File: src/rtl/load_align_pkg.sv
package load_align_pkg;

  typedef enum logic [1:0] {
    SZ_BYTE = 2'd0,
    SZ_HALF = 2'd1,
    SZ_WORD = 2'd2
  } ld_size_e;

  // byte count of a size code; an unused code is treated as a full word
  function automatic int size_bytes(input logic [1:0] code);
    case (code)
      SZ_BYTE: return 1;
      SZ_HALF: return 2;
      default: return 4;
    endcase
  endfunction

endpackage

File: src/rtl/load_seq_ctrl.sv
module load_seq_ctrl
  import load_align_pkg::*;
#(
  parameter int AW = 16,
  parameter int DW = 32,
  localparam int NB = DW / 8,
  localparam int OW = $clog2(NB),
  localparam int CW = OW + 1
) (
  input  logic          clk,
  input  logic          rst_n,
  input  logic          req_valid,
  input  logic [AW-1:0] req_addr,
  input  logic [1:0]    req_size,
  input  logic          req_signed,
  input  logic          big_endian,
  input  logic          trap_misalign,
  output logic          req_ready,
  output logic          mem_rd_en,
  output logic [AW-1:0] mem_rd_addr,
  input  logic [DW-1:0] mem_rd_data,
  output logic [DW-1:0] lo_word,
  output logic [DW-1:0] hi_word,
  output logic [OW-1:0] byte_off,
  output logic [CW-1:0] byte_cnt,
  output logic          sgn_sel,
  output logic          big_sel,
  output logic          resp_valid,
  output logic          fault
);

  typedef enum logic [2:0] {
    S_IDLE, S_ISSUE, S_CAP_LO, S_CAP_HI, S_RESP
  } seq_state_e;

  seq_state_e state_q, state_d;
  logic          fault_q, fault_d;
  logic          acc_en, lo_en, hi_en;
  logic [AW-1:0] addr_q;
  logic [CW-1:0] cnt_q;
  logic          sgn_q, big_q, split_q;
  logic [DW-1:0] lo_q, hi_q;

  logic [OW-1:0] off_in;
  logic [CW-1:0] cnt_in;
  logic          misal_in, cross_in;
  logic          hi_sel;

  assign off_in   = req_addr[OW-1:0];
  assign cnt_in   = CW'(size_bytes(req_size));
  assign misal_in = |(off_in & OW'(cnt_in - CW'(1)));
  assign cross_in = ({1'b0, off_in} + cnt_in) > CW'(NB);

  // next-state and strobe logic
  always_comb begin
    state_d   = state_q;
    fault_d   = 1'b0;
    acc_en    = 1'b0;
    lo_en     = 1'b0;
    hi_en     = 1'b0;
    mem_rd_en = 1'b0;
    hi_sel    = 1'b0;
    case (state_q)
      S_IDLE: begin
        if (req_valid) begin
          if (misal_in && trap_misalign) begin
            fault_d = 1'b1;
          end else begin
            acc_en  = 1'b1;
            state_d = S_ISSUE;
          end
        end
      end
      S_ISSUE: begin
        mem_rd_en = 1'b1;
        state_d   = S_CAP_LO;
      end
      S_CAP_LO: begin
        lo_en = 1'b1;
        if (split_q) begin
          mem_rd_en = 1'b1;
          hi_sel    = 1'b1;
          state_d   = S_CAP_HI;
        end else begin
          state_d = S_RESP;
        end
      end
      S_CAP_HI: begin
        hi_en   = 1'b1;
        state_d = S_RESP;
      end
      S_RESP:  state_d = S_IDLE;
      default: state_d = S_IDLE;
    endcase
  end

  // control registers
  always_ff @(posedge clk or negedge rst_n) begin
    if (!rst_n) begin
      state_q <= S_IDLE;
      fault_q <= 1'b0;
    end else begin
      state_q <= state_d;
      fault_q <= fault_d;
    end
  end

  // datapath registers, enabled only
  always_ff @(posedge clk) begin
    if (acc_en) begin
      addr_q  <= req_addr;
      cnt_q   <= cnt_in;
      sgn_q   <= req_signed;
      big_q   <= big_endian;
      split_q <= cross_in;
    end
    if (lo_en) lo_q <= mem_rd_data;
    if (hi_en) hi_q <= mem_rd_data;
  end

  assign mem_rd_addr = {addr_q[AW-1:OW] + {{(AW-OW-1){1'b0}}, hi_sel}, {OW{1'b0}}};
  assign req_ready   = (state_q == S_IDLE);
  assign resp_valid  = (state_q == S_RESP);
  assign fault       = fault_q;
  assign lo_word     = lo_q;
  assign hi_word     = hi_q;
  assign byte_off    = addr_q[OW-1:0];
  assign byte_cnt    = cnt_q;
  assign sgn_sel     = sgn_q;
  assign big_sel     = big_q;

endmodule

File: src/rtl/byte_merge.sv
module byte_merge #(
  parameter int DW = 32,
  localparam int NB = DW / 8,
  localparam int OW = $clog2(NB),
  localparam int CW = OW + 1
) (
  input  logic [DW-1:0] lo_word,
  input  logic [DW-1:0] hi_word,
  input  logic [OW-1:0] byte_off,
  input  logic [CW-1:0] byte_cnt,
  input  logic          sgn_sel,
  input  logic          big_sel,
  output logic [DW-1:0] data
);

  logic [2*DW-1:0] window;
  logic [DW-1:0]   ordered;
  logic            top_bit;

  // bytes in address order, starting at the requested byte
  assign window = {hi_word, lo_word} >> {byte_off, 3'b000};

  always_comb begin
    int n;
    n       = int'(byte_cnt);
    ordered = '0;
    for (int i = 0; i < NB; i++) begin
      if (i < n) begin
        if (big_sel) ordered[8*(n-1-i) +: 8] = window[8*i +: 8];
        else         ordered[8*i +: 8]       = window[8*i +: 8];
      end
    end
    top_bit = ordered[8*n-1];
  end

  for (genvar g = 0; g < NB; g++) begin : g_lane
    localparam logic [CW-1:0] LANE = CW'(g);
    assign data[8*g +: 8] = (LANE < byte_cnt) ? ordered[8*g +: 8]
                                              : {8{sgn_sel & top_bit}};
  end

endmodule

File: src/rtl/load_align_unit.sv
module load_align_unit #(
  parameter int AW = 16,
  parameter int DW = 32
) (
  input  logic          clk,
  input  logic          rst_n,
  input  logic          req_valid,
  output logic          req_ready,
  input  logic [AW-1:0] req_addr,
  input  logic [1:0]    req_size,
  input  logic          req_signed,
  input  logic          big_endian,
  input  logic          trap_misalign,
  output logic          mem_rd_en,
  output logic [AW-1:0] mem_rd_addr,
  input  logic [DW-1:0] mem_rd_data,
  output logic          resp_valid,
  output logic [DW-1:0] resp_data,
  output logic          fault
);

  localparam int NB = DW / 8;
  localparam int OW = $clog2(NB);
  localparam int CW = OW + 1;

  logic [DW-1:0] lo_word, hi_word;
  logic [OW-1:0] byte_off;
  logic [CW-1:0] byte_cnt;
  logic          sgn_sel, big_sel;

  load_seq_ctrl #(.AW(AW), .DW(DW)) u_ctrl (
    .clk           (clk),
    .rst_n         (rst_n),
    .req_valid     (req_valid),
    .req_addr      (req_addr),
    .req_size      (req_size),
    .req_signed    (req_signed),
    .big_endian    (big_endian),
    .trap_misalign (trap_misalign),
    .req_ready     (req_ready),
    .mem_rd_en     (mem_rd_en),
    .mem_rd_addr   (mem_rd_addr),
    .mem_rd_data   (mem_rd_data),
    .lo_word       (lo_word),
    .hi_word       (hi_word),
    .byte_off      (byte_off),
    .byte_cnt      (byte_cnt),
    .sgn_sel       (sgn_sel),
    .big_sel       (big_sel),
    .resp_valid    (resp_valid),
    .fault         (fault)
  );

  byte_merge #(.DW(DW)) u_merge (
    .lo_word  (lo_word),
    .hi_word  (hi_word),
    .byte_off (byte_off),
    .byte_cnt (byte_cnt),
    .sgn_sel  (sgn_sel),
    .big_sel  (big_sel),
    .data     (resp_data)
  );

endmodule

File: config.mk
export PLATFORM = sky130hd
export DESIGN_NAME = load_align_unit
export DESIGN_NICKNAME = d
export VERILOG_FILES = /design/src/rtl/load_align_pkg.sv /design/src/rtl/load_seq_ctrl.sv /design/src/rtl/byte_merge.sv /design/src/rtl/load_align_unit.sv
export SDC_FILE = /design/constraint.sdc
export NUM_CORES = 1
export LEC_CHECK = 0
export CORE_UTILIZATION = 58
export DETAILED_ROUTE_END_ITERATION = 12
export HOLD_SLACK_MARGIN = 0.1
export PLACE_DENSITY = 0.87
export SETUP_SLACK_MARGIN = 0.3
export SYNTH_ARGS = -nofsm -noshare
export SYNTH_HDL_FRONTEND = slang
export SYNTH_SLANG_ARGS = --single-unit
File: constraint.sdc
create_clock -name clk -period 15.61 [get_ports clk]
set_input_delay 1.561 -clock clk [delete_from_list [all_inputs] [get_ports clk]]
set_output_delay 1.561 -clock clk [all_outputs]
set_load 0.02 [all_outputs]
==> results.sh <==
export IMPL_clk_latency_ps=350
export IMPL_ctsRootBufferMaster="clkbuf_8"
export IMPL_p_per_area_mw_per_mm2=142
export IMPL_syn_to_final_growth_pct=20.9
export IMPL_drc=0
export IMPL_dpl_worst_slack_ps=7520
export IMPL_crit_type="register to output port"
export IMPL_hpwl_um=12500
export IMPL_yosys_area_top_type="edfxtp_1"
export IMPL_drv_cap=0
export IMPL_wl_per_cell_um=21.4
export IMPL_crit_required_ps=14050
export IMPL_die_width_um=104
export IMPL_fin_worst_skew_ps=4.99
export IMPL_yosys_most_used_dff="edfxtp_1"
export IMPL_drive_gt1_share_pct=11.9
export IMPL_min_period_over_period_pct=54.8
export IMPL_clk_pin_slew_ps=70
export IMPL_rr_startpoint="u_ctrl.state_q[0]"
export IMPL_diodes=0
export IMPL_yosysTopAreaCellShare_pct=38.9
export IMPL_place_congestion=0.923
export IMPL_dr_total_vias=5278
export IMPL_hold_violations=0
export IMPL_coreArea_mm2=0.00991
export IMPL_netlist_instances=586
export IMPL_fin_ws_ps=7050
export IMPL_final_max_slew_viol_count=0
export IMPL_ys_async_sr_fraction_pct=4.88
export IMPL_cts_buffers=9
export IMPL_setup_tns_final_ps=0
export IMPL_grt_use_total_pct=32.3
export IMPL_worstSetupStartpoint="u_ctrl.byte_cnt[0]"
export IMPL_io_buffer_count=105
export IMPL_ios=108
export IMPL_dieArea_mm2=0.0108
export IMPL_reg2reg_to="u_ctrl.addr_q[14]"
export IMPL_setup_viol=0
export IMPL_crit_path_start_kind="register"
export IMPL_cp_cell_sequence="buf_4, inv_1, ha_1, ha_1, ha_1, or4b_1, a21oi_1, o211ai_1, ha_1, nor4bb_1, nand4_1, o31ai_1, a2111oi_0, a31oi_1, o221ai_4, a21oi_1, clkdlybuf4s50_1"
export IMPL_wl_um=17300
export IMPL_rsz0062_at_grt="false"
export IMPL_fmax_mhz=117
export IMPL_antenna_found_initial=0
export IMPL_cts_resized=0
export IMPL_nets=756
export IMPL_end_kind="output port"
export IMPL_postCtsHoldBufs=0
export IMPL_cts_buffer_depth=2
export IMPL_max_stage_delay_ps=720
export IMPL_reg2reg_slack_ps=13450
export IMPL_synth_cell_type_count=70
export IMPL_r2r_cells=3
export IMPL_syn_area_per_cell_um2=10.3
export IMPL_htreeDepth=3
export IMPL_grt_overflow_total=0
export IMPL_ir_worst_vdd_v=0.000128
export IMPL_synth_edf_count=78
export IMPL_detailedRoute_firstIterationViolations=400
export IMPL_synth_area_leaders="edfxtp_1 39%, mux2i_1 6.8%, ha_1 5.8%"
export IMPL_syn_area_mm2=0.00601
export IMPL_layout_common_cells="105 x clkdlybuf4s50_1, 78 x edfxtp_1, 41 x mux2i_1"
export IMPL_status="finished clean"
export IMPL_grt_max_degree=48
export IMPL_viasPerCell=6.53
export IMPL_cp_max_fo=31
export IMPL_grt_pass1_wl_um=27500
export IMPL_final_common_cell="clkdlybuf4s50_1"
export IMPL_start_util_pct=60.7
export IMPL_cts_setup_buffers=0
export IMPL_die_y_um=104
export IMPL_hold_class="register to register"
export IMPL_ys_seq_area_share_pct=40.6
export IMPL_dr_pass1_iters=5
export IMPL_synth_seq_cells=82
export IMPL_dp_cells=793
export IMPL_finalCriticalPeriod_ps=8560
export IMPL_cpMostUsedCell="ha_1"
export IMPL_cpMaxStageDelayCell="ha_1"
export IMPL_slew_limit_headroom_pct=21.5
export IMPL_cp_endpoint="resp_data[1]"
export IMPL_grt_pass1_vias=5299
export IMPL_synth_warnings=0
export IMPL_cts_tree="yes"
export IMPL_cellLeakagePower_nw=2.61
export IMPL_tightest_slew_ps=1170
export IMPL_arrival_ps=7000
export IMPL_final_util_pct=73.4
export IMPL_rows=36
export IMPL_antenna_left=0
export IMPL_final_cells=808
export IMPL_cts_num_sinks=82
==> cell families (layout without fill, tap and decap cells) <==
| family | after synthesis | after routing | share of synthesized area, % |
|---|---|---|---|
| buffers and inverters | 62 | 150 | 4.60 |
| AO/OA/AOI/OAI | 164 | 164 | 19.3 |
| AND/OR/NAND/NOR | 169 | 169 | 15.9 |
| other | 1 | 2 | 0.0623 |
| XOR/XNOR | 20 | 20 | 2.91 |
| adder cells (fa/ha/maj) | 29 | 29 | 6.16 |
| multiplexers | 59 | 59 | 10.4 |
| flip-flops | 82 | 82 | 40.6 |
==> layout make-up <==
type	count	area [um2]
Clock buffer	10	128
Fill cell	689	2640
Clock inverter	5	22.5
Multi-Input combinational cell	443	3320
Sequential cell	82	2440
Tap cell	133	166
Inverter	22	82.6
Timing Repair Buffer	113	1110
==> critical path: cells and delay by family, from the launching register on <==
kind            cells  cell delay, ps
flops               1             330
fa+ha+maj           4            2050
simple gates        3             990
buf+inv             3            1180
compound gates      7            2060
==> cell usage after synthesis (3+ instances only) <==
| cell | n |
|---|---|
| o22ai_2 | 8 |
| and2_1 | 8 |
| and4_1 | 3 |
| dfrtp_1 | 4 |
| inv_1 | 22 |
| nand3_1 | 20 |
| or2_2 | 10 |
| o221ai_1 | 19 |
| ha_1 | 28 |
| a21oi_1 | 38 |
| buf_1 | 6 |
| buf_2 | 8 |
| nor3b_1 | 4 |
| and3_1 | 6 |
| or3_1 | 5 |
| nand2b_1 | 7 |
| o21ai_0 | 34 |
| nor3_1 | 11 |
| nor4_1 | 4 |
| edfxtp_1 | 78 |
| buf_4 | 3 |
| o22ai_1 | 14 |
| a21oi_2 | 8 |
| nand4_1 | 7 |
| xnor2_1 | 13 |
| nor2b_1 | 7 |
| buf_6 | 3 |
| nand4b_1 | 4 |
| nor2_1 | 33 |
| mux2i_1 | 41 |
| o31ai_1 | 9 |
| a221oi_1 | 8 |
| xor2_1 | 7 |
| mux2_2 | 17 |
| nand2_1 | 26 |
| o21ai_2 | 6 |
| clkbuf_1 | 20 |
==> sequential cells by signal, summed over array words and instances, names as in the netlist <==
register	flops
u_ctrl.hi_word	24
u_ctrl.byte_cnt	3
u_ctrl.big_sel	1
u_ctrl.sgn_sel	1
u_ctrl.state_q	3
u_ctrl.fault	1
u_ctrl.addr_q	16
u_ctrl.lo_word	32
u_ctrl.split_q	1
==> where the power goes <==
group,internal (mW),total [mW],switching (mW)
clock network,0.0547,0.125,0.0698
logic,0.235,0.587,0.352
registers,0.295,0.319,0.0247
total,0.584,1.03,0.446
==> per-stage QoR <==
stage	hold slack, ps	total power [mW]	cell area (um2)
after floorplan	454	0.703	6020
after global placement	476	0.875	7120
after detailed placement	486	0.896	7120
after CTS	510	1.02	7270
after global routing	531	1.09	7270
final	510	1.03	7270
==> worst min-delay path by stage <==
stage / start / end / slack [ps] / depth (start not counted)
3_3_place_gp: u_ctrl.state_q[2] / u_ctrl.state_q[1] / 480 / 1
6_report: u_ctrl.state_q[2] / u_ctrl.state_q[1] / 510 / 1
4_1_cts: u_ctrl.state_q[2] / u_ctrl.state_q[1] / 510 / 1
5_1_grt: u_ctrl.state_q[2] / u_ctrl.state_q[1] / 530 / 1
2_1_floorplan: u_ctrl.state_q[2] / u_ctrl.state_q[1] / 450 / 1
3_5_place_dp: u_ctrl.state_q[2] / u_ctrl.state_q[1] / 490 / 1
==> per-layer routing <==
layer	track usage, %	wire length (um)	part of all wire [%]	vias up
met5	0	0	0	-
met4	12.2	363	2.1	0
met3	6.10	1550	9.0	42
met2	54.0	8360	48	314
met1	41.5	7020	41	2500
li1	-	-	-	2422
Power figures use the tool's default switching activity.
